==> config.mk <==
export PLATFORM = sky130hd
export DESIGN_NAME = uart_cts_tx
export DESIGN_NICKNAME = d
export VERILOG_FILES = /design/src/rtl/uart_cts_tx_pkg.sv /design/src/rtl/uart_cts_tx_ctl.sv /design/src/rtl/uart_cts_tx_dp.sv /design/src/rtl/uart_cts_tx.sv
export SDC_FILE = /design/constraint.sdc
export NUM_CORES = 1
export LEC_CHECK = 0
export BUFFER_PORTS_ARGS = -buffer_cell sky130_fd_sc_hd__buf_2
export CAP_MARGIN = 20
export CORE_ASPECT_RATIO = 1.75
export CORE_MARGIN = 3
export CORE_UTILIZATION = 59
export DETAILED_ROUTE_END_ITERATION = 8
export GPL_ROUTABILITY_DRIVEN = 0
export GPL_TIMING_DRIVEN = 0
export PLACE_DENSITY_LB_ADDON = 0.1
export SLEW_MARGIN = 10
export SYNTH_ARGS = -nofsm -noshare
export SYNTH_HDL_FRONTEND = slang
export SYNTH_SLANG_ARGS = --single-unit
export TNS_END_PERCENT = 1
==> constraint.sdc <==
create_clock -name clk -period 3.59 [get_ports clk]
set_input_delay 0.5385 -clock clk [delete_from_list [all_inputs] [get_ports clk]]
set_output_delay 0.5385 -clock clk [all_outputs]
set_load 0.02 [all_outputs]
==> src/rtl/uart_cts_tx_pkg.sv <==
package uart_cts_tx_pkg;
  localparam int DATA_W = 8;
  localparam int DIV_W  = 16;
  localparam int FRAME_W = DATA_W + 4;
  localparam int CNT_W  = $clog2(FRAME_W + 1);

  typedef enum logic [1:0] {
    ST_IDLE = 2'd0,
    ST_WAIT = 2'd1,
    ST_SEND = 2'd2
  } txState_t;

  typedef struct packed {
    logic capture;
    logic shift;
    logic drive;
  } txStrobe_t;
endpackage

==> src/rtl/uart_cts_tx_ctl.sv <==
module uart_cts_tx_ctl
  import uart_cts_tx_pkg::*;
(
  input  logic             clk,
  input  logic             rstN,
  input  logic             txValid,
  output logic             txReady,
  input  logic [DIV_W-1:0] baudDiv,
  input  logic             flowEn,
  input  logic             nineBitEn,
  input  logic             twoStopEn,
  input  logic             ctsN,
  output txStrobe_t        strb
);
  txState_t         state;
  logic             ctsMeta, ctsSync;
  logic [DIV_W-1:0] divLatch, baudCnt;
  logic [CNT_W-1:0] bitCnt, frameLen;
  logic             ctsOk, accept, baudEnd, lastBit;

  always_ff @(posedge clk or negedge rstN) begin
    if (!rstN) begin
      ctsMeta <= 1'b1;
      ctsSync <= 1'b1;
    end else begin
      ctsMeta <= ctsN;
      ctsSync <= ctsMeta;
    end
  end

  assign ctsOk   = !flowEn || !ctsSync;
  assign accept  = (state == ST_IDLE) && txValid;
  assign baudEnd = (baudCnt == divLatch - 1'b1);
  assign lastBit = (bitCnt == frameLen - 1'b1);

  always_ff @(posedge clk or negedge rstN) begin
    if (!rstN) begin
      state    <= ST_IDLE;
      divLatch <= DIV_W'(1);
      frameLen <= CNT_W'(FRAME_W);
      baudCnt  <= '0;
      bitCnt   <= '0;
    end else begin
      unique case (state)
        ST_IDLE: if (txValid) begin
          divLatch <= (baudDiv == '0) ? DIV_W'(1) : baudDiv;
          frameLen <= CNT_W'(DATA_W + 2) + CNT_W'(nineBitEn) + CNT_W'(twoStopEn);
          baudCnt  <= '0;
          bitCnt   <= '0;
          state    <= ctsOk ? ST_SEND : ST_WAIT;
        end
        ST_WAIT: if (ctsOk) state <= ST_SEND;
        ST_SEND: begin
          if (baudEnd) begin
            baudCnt <= '0;
            if (lastBit) state <= ST_IDLE;
            else         bitCnt <= bitCnt + 1'b1;
          end else begin
            baudCnt <= baudCnt + 1'b1;
          end
        end
        default: state <= ST_IDLE;
      endcase
    end
  end

  assign txReady      = (state == ST_IDLE);
  assign strb.capture = accept;
  assign strb.shift   = (state == ST_SEND) && baudEnd;
  assign strb.drive   = (state == ST_SEND);
endmodule

==> src/rtl/uart_cts_tx_dp.sv <==
module uart_cts_tx_dp
  import uart_cts_tx_pkg::*;
(
  input  logic              clk,
  input  logic              rstN,
  input  logic [DATA_W-1:0] txData,
  input  logic              txMpBit,
  input  logic              nineBitEn,
  input  txStrobe_t         strb,
  output logic              serialOut
);
  logic [FRAME_W-1:0] frameReg;

  always_ff @(posedge clk or negedge rstN) begin
    if (!rstN) begin
      frameReg <= '1;
    end else if (strb.capture) begin
      frameReg <= {2'b11, (nineBitEn ? txMpBit : 1'b1), txData, 1'b0};
    end else if (strb.shift) begin
      frameReg <= {1'b1, frameReg[FRAME_W-1:1]};
    end
  end

  assign serialOut = strb.drive ? frameReg[0] : 1'b1;
endmodule

==> src/rtl/uart_cts_tx.sv <==
module uart_cts_tx
  import uart_cts_tx_pkg::*;
(
  input  logic             clk,
  input  logic             rstN,
  input  logic             txValid,
  input  logic [7:0]       txData,
  input  logic             txMpBit,
  output logic             txReady,
  input  logic [15:0]      baudDiv,
  input  logic             flowEn,
  input  logic             nineBitEn,
  input  logic             twoStopEn,
  input  logic             ctsN,
  output logic             serialOut
);
  txStrobe_t strb;

  uart_cts_tx_ctl u_ctl (
    .clk(clk), .rstN(rstN), .txValid(txValid), .txReady(txReady),
    .baudDiv(baudDiv), .flowEn(flowEn), .nineBitEn(nineBitEn),
    .twoStopEn(twoStopEn), .ctsN(ctsN), .strb(strb)
  );

  uart_cts_tx_dp u_dp (
    .clk(clk), .rstN(rstN), .txData(txData), .txMpBit(txMpBit),
    .nineBitEn(nineBitEn), .strb(strb), .serialOut(serialOut)
  );
endmodule

==> results.py, run 1 <==
metrics = {
    "clocking": {
        "clock_tree.buffer_depth": 2,
        "root_buffer": "clkbuf_8",
        "hold_buffers": 0,
        "cts_made_buffers": 5,
        "htree_levels": 2,
        "worstSkewPairLatency_ps": 310,
        "cts_post_setup_buffers_inserted": 0,
        "clk_transition_reported_paths_ps": 100,
        "cts_tree": "yes",
        "cts_num_sinks": 53,
        "post_cts_resize_count": 0,
    },
    "yosys": {
        "postSynthNetCount": 412,
        "synth.ff_latch_count": 53,
        "synth.distinct_cells": 56,
        "synth_async_sr_flop_share": 1.00,
        "syn_avg_cell_area_um2": 8.59,
        "yosysSeqAreaShare": 0.417,
        "post-synth-top-area-fraction": 0.303,
        "synth_warnings": 0,
        "synth_edf_count": 0,
        "syn_inst_count": 375,
        "yosys.area.top_type": "dfrtp_1",
        "synth.cell_area_um2": 3220,
        "dominantRegCellSynth": "dfrtp_1",
        "yosys-top-cells-area": "dfrtp_1 30%, nand2_1 12%, dfstp_2 11%",
    },
    "finish": {
        "n_antenna_cell": 0,
        "postLayoutCellArea_um2": 3570,
        "drive_gt1_frac": 0.175,
        "flow.area_growth_from_synthesis_pct": 10.7,
        "nNetsFinal": 453,
        "fin_cells": 472,
        "finalCoreUtilization": 0.679,
    },
    "route": {
        "wl_per_cell_um": 15.9,
        "overall_routed_net_length_um": 7500,
        "drcViolationCount": 0,
        "post_drt_via_cell_ratio": 6.00,
        "count_of_tritonroute_iterations_in_the_first_routing_pass": 4,
        "routed-via-count": 2831,
        "ant_nets": 0,
        "detail_route.iter0.violations": 134,
    },
    "min_path": {
        "worst_hold_path_type": "primary input to asynchronous set/reset pin",
    },
    "critical_path": {
        "cp.required_ps": 3760,
        "cp-start-kind": "flip-flop",
        "path_class": "flip-flop to flip-flop",
        "critical_path.endpoint_type": "flip-flop",
        "worstPathMaxFanout": 10,
        "critPathArrivalTime_ps": 3410,
    },
    "die": {
        "floorplan.die.width_um": 61.9,
        "area_of_the_core_um2": 5260,
        "die_area_um2": 6420,
        "boundaryPins": 34,
        "num_rows": 35,
        "die-height_um": 104,
        "start_util": 0.613,
    },
    "sta": {
        "maxSlewViolCount": 0,
        "worst_pin_slew_ps": 868,
        "clock-skew-final_ps": 11.4,
        "post-route-period-util": 0.902,
        "setup-tns-final_ps": 0,
        "finalWorstSetupSlack_ps": 352,
        "max_freq_ghz": 0.309,
        "max_slew_margin": 0.416,
        "rsz0062_at_grt": "false",
        "holdWs_ps": 250,
        "fin_crit_ps": 3240,
        "setup_viol_count_final": 0,
        "final-hold-violation-count": 0,
    },
    "power_and_ir_drop": {
        "power_density_nw_per_um2": 691,
        "peakVddDrop_mv": 0.413,
        "power.total_mw": 2.47,
        "power_leakage_nw": 1.57,
    },
    "global_routing": {
        "grt_antenna_before_repair": 0,
        "grt_pass1_wl_um": 12900,
        "globalRoute.totalOverflow": 0,
        "grt_max_degree": 30,
        "grt.total_usage": 0.261,
        "first_global_vias": 2893,
    },
    "run_status": {
        "outcome": "finished clean",
    },
    "placement": {
        "dpl_cell_area_um2": 3480,
        "place_inst": 464,
        "buffer_ports.inserted": 33,
        "dp_worst_setup_slack_ps": 358,
        "hpwl_um": 5880,
    },
    "flow_run": {
        "drv_cap": 0,
    },
}
[Yosys cell counts (5+ instances only)]
master     n
a22oi_1    9
clkbuf_1  19
dfrtp_1   39
dfstp_2   14
ha_1       5
inv_1     10
mux2_2     6
nand2_1   99
nand3_1   13
nand4_1   13
nor2_1    28
nor4_1     7
o21ai_0    8
o311ai_0   6
xnor2_1   17
xor2_1    10
[report_power, final]
part	switching, mW	leakage, nW	internal [mW]	total, mW
sequential	0.226	0.651	0.842	1.07
clock	0.189	0.0455	0.158	0.347
combinational	0.593	0.878	0.457	1.05
[layer usage]
metal | wire length [um] | share of wire | vias up | GRT usage
met5 | 0 | 0 | - | 0
met3 | 219 | 0.029 | 16 | 0.0324
met1 | 2720 | 0.36 | 1366 | 0.283
met2 | 4360 | 0.58 | 63 | 0.478
li1 | - | - | 1386 | -
met4 | 191 | 0.025 | 0 | 0.100
[placed cells by master (no fill, tap or decap), types with 4 or more instances in the layout]
master | Yosys | routed
mux2_1 | 4 | 4
xnor2_1 | 17 | 17
dfstp_2 | 14 | 14
ha_1 | 5 | 5
mux2i_1 | 4 | 4
a21oi_1 | 4 | 4
nor4_1 | 7 | 7
nand3_1 | 13 | 13
mux2_2 | 6 | 6
clkbuf_1 | 19 | 21
a22oi_1 | 9 | 9
xor2_1 | 10 | 10
or3_1 | 4 | 4
nand4_1 | 13 | 13
nand2_1 | 99 | 99
nor3_1 | 4 | 4
o21ai_0 | 8 | 8
buf_2 | 1 | 34
o311ai_0 | 6 | 6
dfrtp_1 | 39 | 39
nor2_1 | 28 | 28
clkbuf_8 | 0 | 6
inv_1 | 10 | 10
[cell type report]
| cell class | instances | area, um^2 |
|---|---|---|
| Multi-Input combinational cell | 289 | 1740 |
| Fill cell | 463 | 1690 |
| Sequential cell | 53 | 1340 |
| Timing Repair Buffer | 34 | 185 |
| Buffer | 23 | 103 |
| Clock buffer | 8 | 90.1 |
| Tap cell | 55 | 68.8 |
| Inverter | 10 | 37.5 |
[cells by family (layout without fill, tap and decap cells)]
family,count (synthesis),after routing,share of synthesized area
fa+ha+maj,5,5,0.0194
mux,14,14,0.0474
simple gates,195,195,0.290
compound gates,48,48,0.110
buf+inv,33,75,0.0435
flops,53,53,0.417
xor+xnor,27,27,0.0734
[state kept, by name, summed over array words and instances, names as in the netlist]
| signal | cells |
|---|---|
| u_ctl.frameLen | 3 |
| u_ctl.ctsSync | 1 |
| u_ctl.state | 2 |
| u_dp.frameReg | 10 |
| u_ctl.baudCnt | 16 |
| u_ctl.bitCnt | 4 |
| u_ctl.divLatch | 16 |
| u_ctl.ctsMeta | 1 |
[path summary, 6_finish.rpt]
check	start	end	slack (ps)	cells after the start
worst max-delay path	u_ctl.divLatch[0]	u_ctl.baudCnt[9]	350	13
worst min-delay path	rstN	u_ctl.divLatch[9]	250	1
worst max register to register	u_ctl.divLatch[0]	u_ctl.baudCnt[9]	350	13
worst min register to register	u_ctl.ctsMeta	u_ctl.ctsSync	360	0
max in group asynchronous	rstN	u_ctl.state[1]	2770	2
min in group clk	ctsN	u_ctl.ctsMeta	320	1
[critical path, stage by stage, from the launching register on]
cell and delay (ps):
dfstp_2 410, inv_1 80, ha_1 180, nor2b_1 130
clkbuf_1 290, nand4_1 230, nor4_1 300, a41oi_1 70
a22oi_1 210, or4b_1 450, buf_2 200, buf_1 260
nand4_1 160, o311ai_0 150
No activity file was read; power rests on OpenSTA's default activity.
==> run 2, diff against run 1 <==
--- a/config.mk
+++ b/config.mk
@@ -8,7 +8,6 @@
 export BUFFER_PORTS_ARGS = -buffer_cell sky130_fd_sc_hd__buf_2
 export CAP_MARGIN = 20
 export CORE_ASPECT_RATIO = 1.75
-export CORE_MARGIN = 3
 export CORE_UTILIZATION = 59
 export DETAILED_ROUTE_END_ITERATION = 8
 export GPL_ROUTABILITY_DRIVEN = 0
@@ -18,4 +17,4 @@
 export SYNTH_ARGS = -nofsm -noshare
 export SYNTH_HDL_FRONTEND = slang
 export SYNTH_SLANG_ARGS = --single-unit
-export TNS_END_PERCENT = 1
+export TNS_END_PERCENT = 10
==> run 2 against run 1 <==
  * Setup slack worse by 98 ps
  * Critical path type unchanged
  * Clock-buffer cell count down 1
  * Design area up 0.74%
  * Clock power up 20%
  * Highest routed layer unchanged
  * First-iteration DRC count up 1.5%
==> results.py, run 2 (synthesized netlist as in run 1, its figures left out) <==
metrics = {
    "run_status": {
        "outcome": "finished clean",
    },
    "sta": {
        "worst_pin_slew_ps": 817,
        "holdWs_ps": 168,
        "setup_viol_count_final": 0,
        "clock-skew-final_ps": 10.7,
        "setup-tns-final_ps": 0,
        "final-hold-violation-count": 0,
        "max_slew_margin": 0.450,
        "max_freq_ghz": 0.300,
        "finalWorstSetupSlack_ps": 254,
        "rsz0062_at_grt": "false",
        "post-route-period-util": 0.929,
        "maxSlewViolCount": 0,
        "fin_crit_ps": 3340,
    },
    "global_routing": {
        "grt_antenna_before_repair": 0,
        "grt_max_degree": 36,
        "grt_pass1_wl_um": 12000,
        "grt.total_usage": 0.273,
        "globalRoute.totalOverflow": 0,
        "first_global_vias": 2694,
    },
    "route": {
        "ant_nets": 0,
        "detail_route.iter0.violations": 136,
        "overall_routed_net_length_um": 7510,
        "drcViolationCount": 0,
        "count_of_tritonroute_iterations_in_the_first_routing_pass": 4,
        "wl_per_cell_um": 15.9,
        "routed-via-count": 2850,
        "post_drt_via_cell_ratio": 6.04,
    },
    "power_and_ir_drop": {
        "cellInternalPower_mw": 1.53,
        "pwr-share-comb": 0.416,
        "power_density_nw_per_um2": 709,
        "power.clock.fraction": 0.164,
        "power.net_switching_mw": 1.02,
        "switching_share": 0.401,
        "seq_power_share": 0.420,
        "peakVddDrop_mv": 0.539,
        "power_leakage_nw": 1.59,
    },
    "placement": {
        "hpwl_um": 5690,
        "buffer_ports.inserted": 33,
        "dp_worst_setup_slack_ps": 327,
        "dpl_cell_area_um2": 3480,
    },
    "critical_path": {
        "critical_path.top_delay_family": "simple AND/OR/NAND/NOR gates",
        "path_class": "flip-flop to flip-flop",
        "crit_slowest_cell": "or4b_1",
        "buffers_inverters_on_critical_path": 4,
        "crit_path_largest_cell_delay_ps": 470,
        "cp.required_ps": 3760,
        "worstPathMaxFanout": 10,
        "cp-start-kind": "flip-flop",
        "critical_path.endpoint_type": "flip-flop",
        "timing.critical_path.mode_cell": "nand4_1",
        "timing.critical_path.cells": "inv_1 > ha_1 > nor2b_1 > clkbuf_1 > nand4_1 > nor4_1 > a41oi_1 > a22oi_1 > or4b_1 > buf_2 > buf_1 > nand4_1 > o311ai_0",
        "critPathArrivalTime_ps": 3510,
        "r2r_slack_ps": 250,
    },
    "die": {
        "die-height_um": 99.8,
        "boundaryPins": 34,
        "floorplan.die.width_um": 57.9,
        "area_of_the_core_um2": 5260,
        "num_rows": 35,
        "start_util": 0.613,
        "die_area_um2": 5770,
    },
    "clocking": {
        "root_buffer": "clkbuf_8",
        "clk_transition_reported_paths_ps": 100,
        "cts_made_buffers": 5,
        "worstSkewPairLatency_ps": 310,
        "hold_buffers": 0,
        "clock_tree.buffer_depth": 2,
        "cts_post_setup_buffers_inserted": 0,
        "cts_num_sinks": 53,
        "post_cts_resize_count": 0,
        "cts_tree": "yes",
        "htree_levels": 2,
    },
    "finish": {
        "nNetsFinal": 453,
        "multi_input_comb_area_um2": 1740,
        "finalCoreUtilization": 0.684,
        "postLayoutCellArea_um2": 3590,
        "mostFrequentLayoutCell": "nand2_1",
        "flow.area_growth_from_synthesis_pct": 11.5,
        "layout_common_cells": "99 x nand2_1, 39 x dfrtp_1, 34 x buf_2",
        "layout_top_registers": "u_ctl.baudCnt: 16 flops, u_ctl.divLatch: 16 flops, u_dp.frameReg: 10 flops",
        "nFillCells": 451,
        "drive_gt1_frac": 0.177,
        "seqCellArea_um2": 1340,
        "n_antenna_cell": 0,
    },
    "flow_run": {
        "drv_cap": 0,
    },
    "min_path": {
        "worst_hold_path_type": "primary input to asynchronous set/reset pin",
    },
}
[run 2: path summary, 6_finish.rpt]
| kind | from | depth (start not counted) | endpoint |
|---|---|---|---|
| worst max register to register | u_ctl.divLatch[1] | 13 | u_ctl.baudCnt[13] |
| max in group asynchronous | rstN | 2 | u_dp.frameReg[2] |
| worst min register to register | u_ctl.ctsMeta | 0 | u_ctl.ctsSync |
| worst min-delay path | rstN | 1 | u_ctl.divLatch[7] |
| min in group clk | ctsN | 1 | u_ctl.ctsMeta |
| worst max-delay path | u_ctl.divLatch[1] | 13 | u_ctl.baudCnt[13] |
[run 2: worst register-to-register path: stages, from the launching register on]
cell and delay [ps]:
dfrtp_1 420, inv_1 90, ha_1 170, nor2b_1 130
clkbuf_1 310, nand4_1 230, nor4_1 310, a41oi_1 70
a22oi_1 220, or4b_1 470, buf_2 200, buf_1 270
nand4_1 180, o311ai_0 140
[run 2: power groups by stage]
stage | clock network [mW] | logic, mW | registers (mW)
after global placement | 0 | 1.02 | 1.07
final | 0.418 | 1.06 | 1.07
after detailed placement | 0 | 1.05 | 1.08
after global routing | 0.440 | 1.19 | 1.09
after floorplan | 0 | 0.832 | 1.01
after CTS | 0.425 | 1.06 | 1.07
[run 2: area by class of cell]
type | instances | area share
sequential | 53 | 0.374
clock buffer | 7 | 0.0240
timing repair buffer | 34 | 0.0515
tap | 55 | 0.0192
buffer | 23 | 0.0286
inverter | 10 | 0.0104
clock inverter | 1 | 0.00836
multi-input combinational | 289 | 0.484
[run 2: stage by stage]
stage          instances  power (mW)
2_1_floorplan        375        1.84
3_3_place_gp         463        2.09
3_5_place_dp         464        2.13
4_1_cts              472        2.55
5_1_grt              472        2.72
6_report             472        2.55
[run 2: per-layer routing]
| layer | GRT usage | wire length (um) | part of all wire |
|---|---|---|---|
| met5 | 0 | 0 | 0 |
| met4 | 0.125 | 238 | 0.032 |
| met3 | 0.0348 | 199 | 0.027 |
| met2 | 0.526 | 4230 | 0.56 |
| met1 | 0.279 | 2840 | 0.38 |
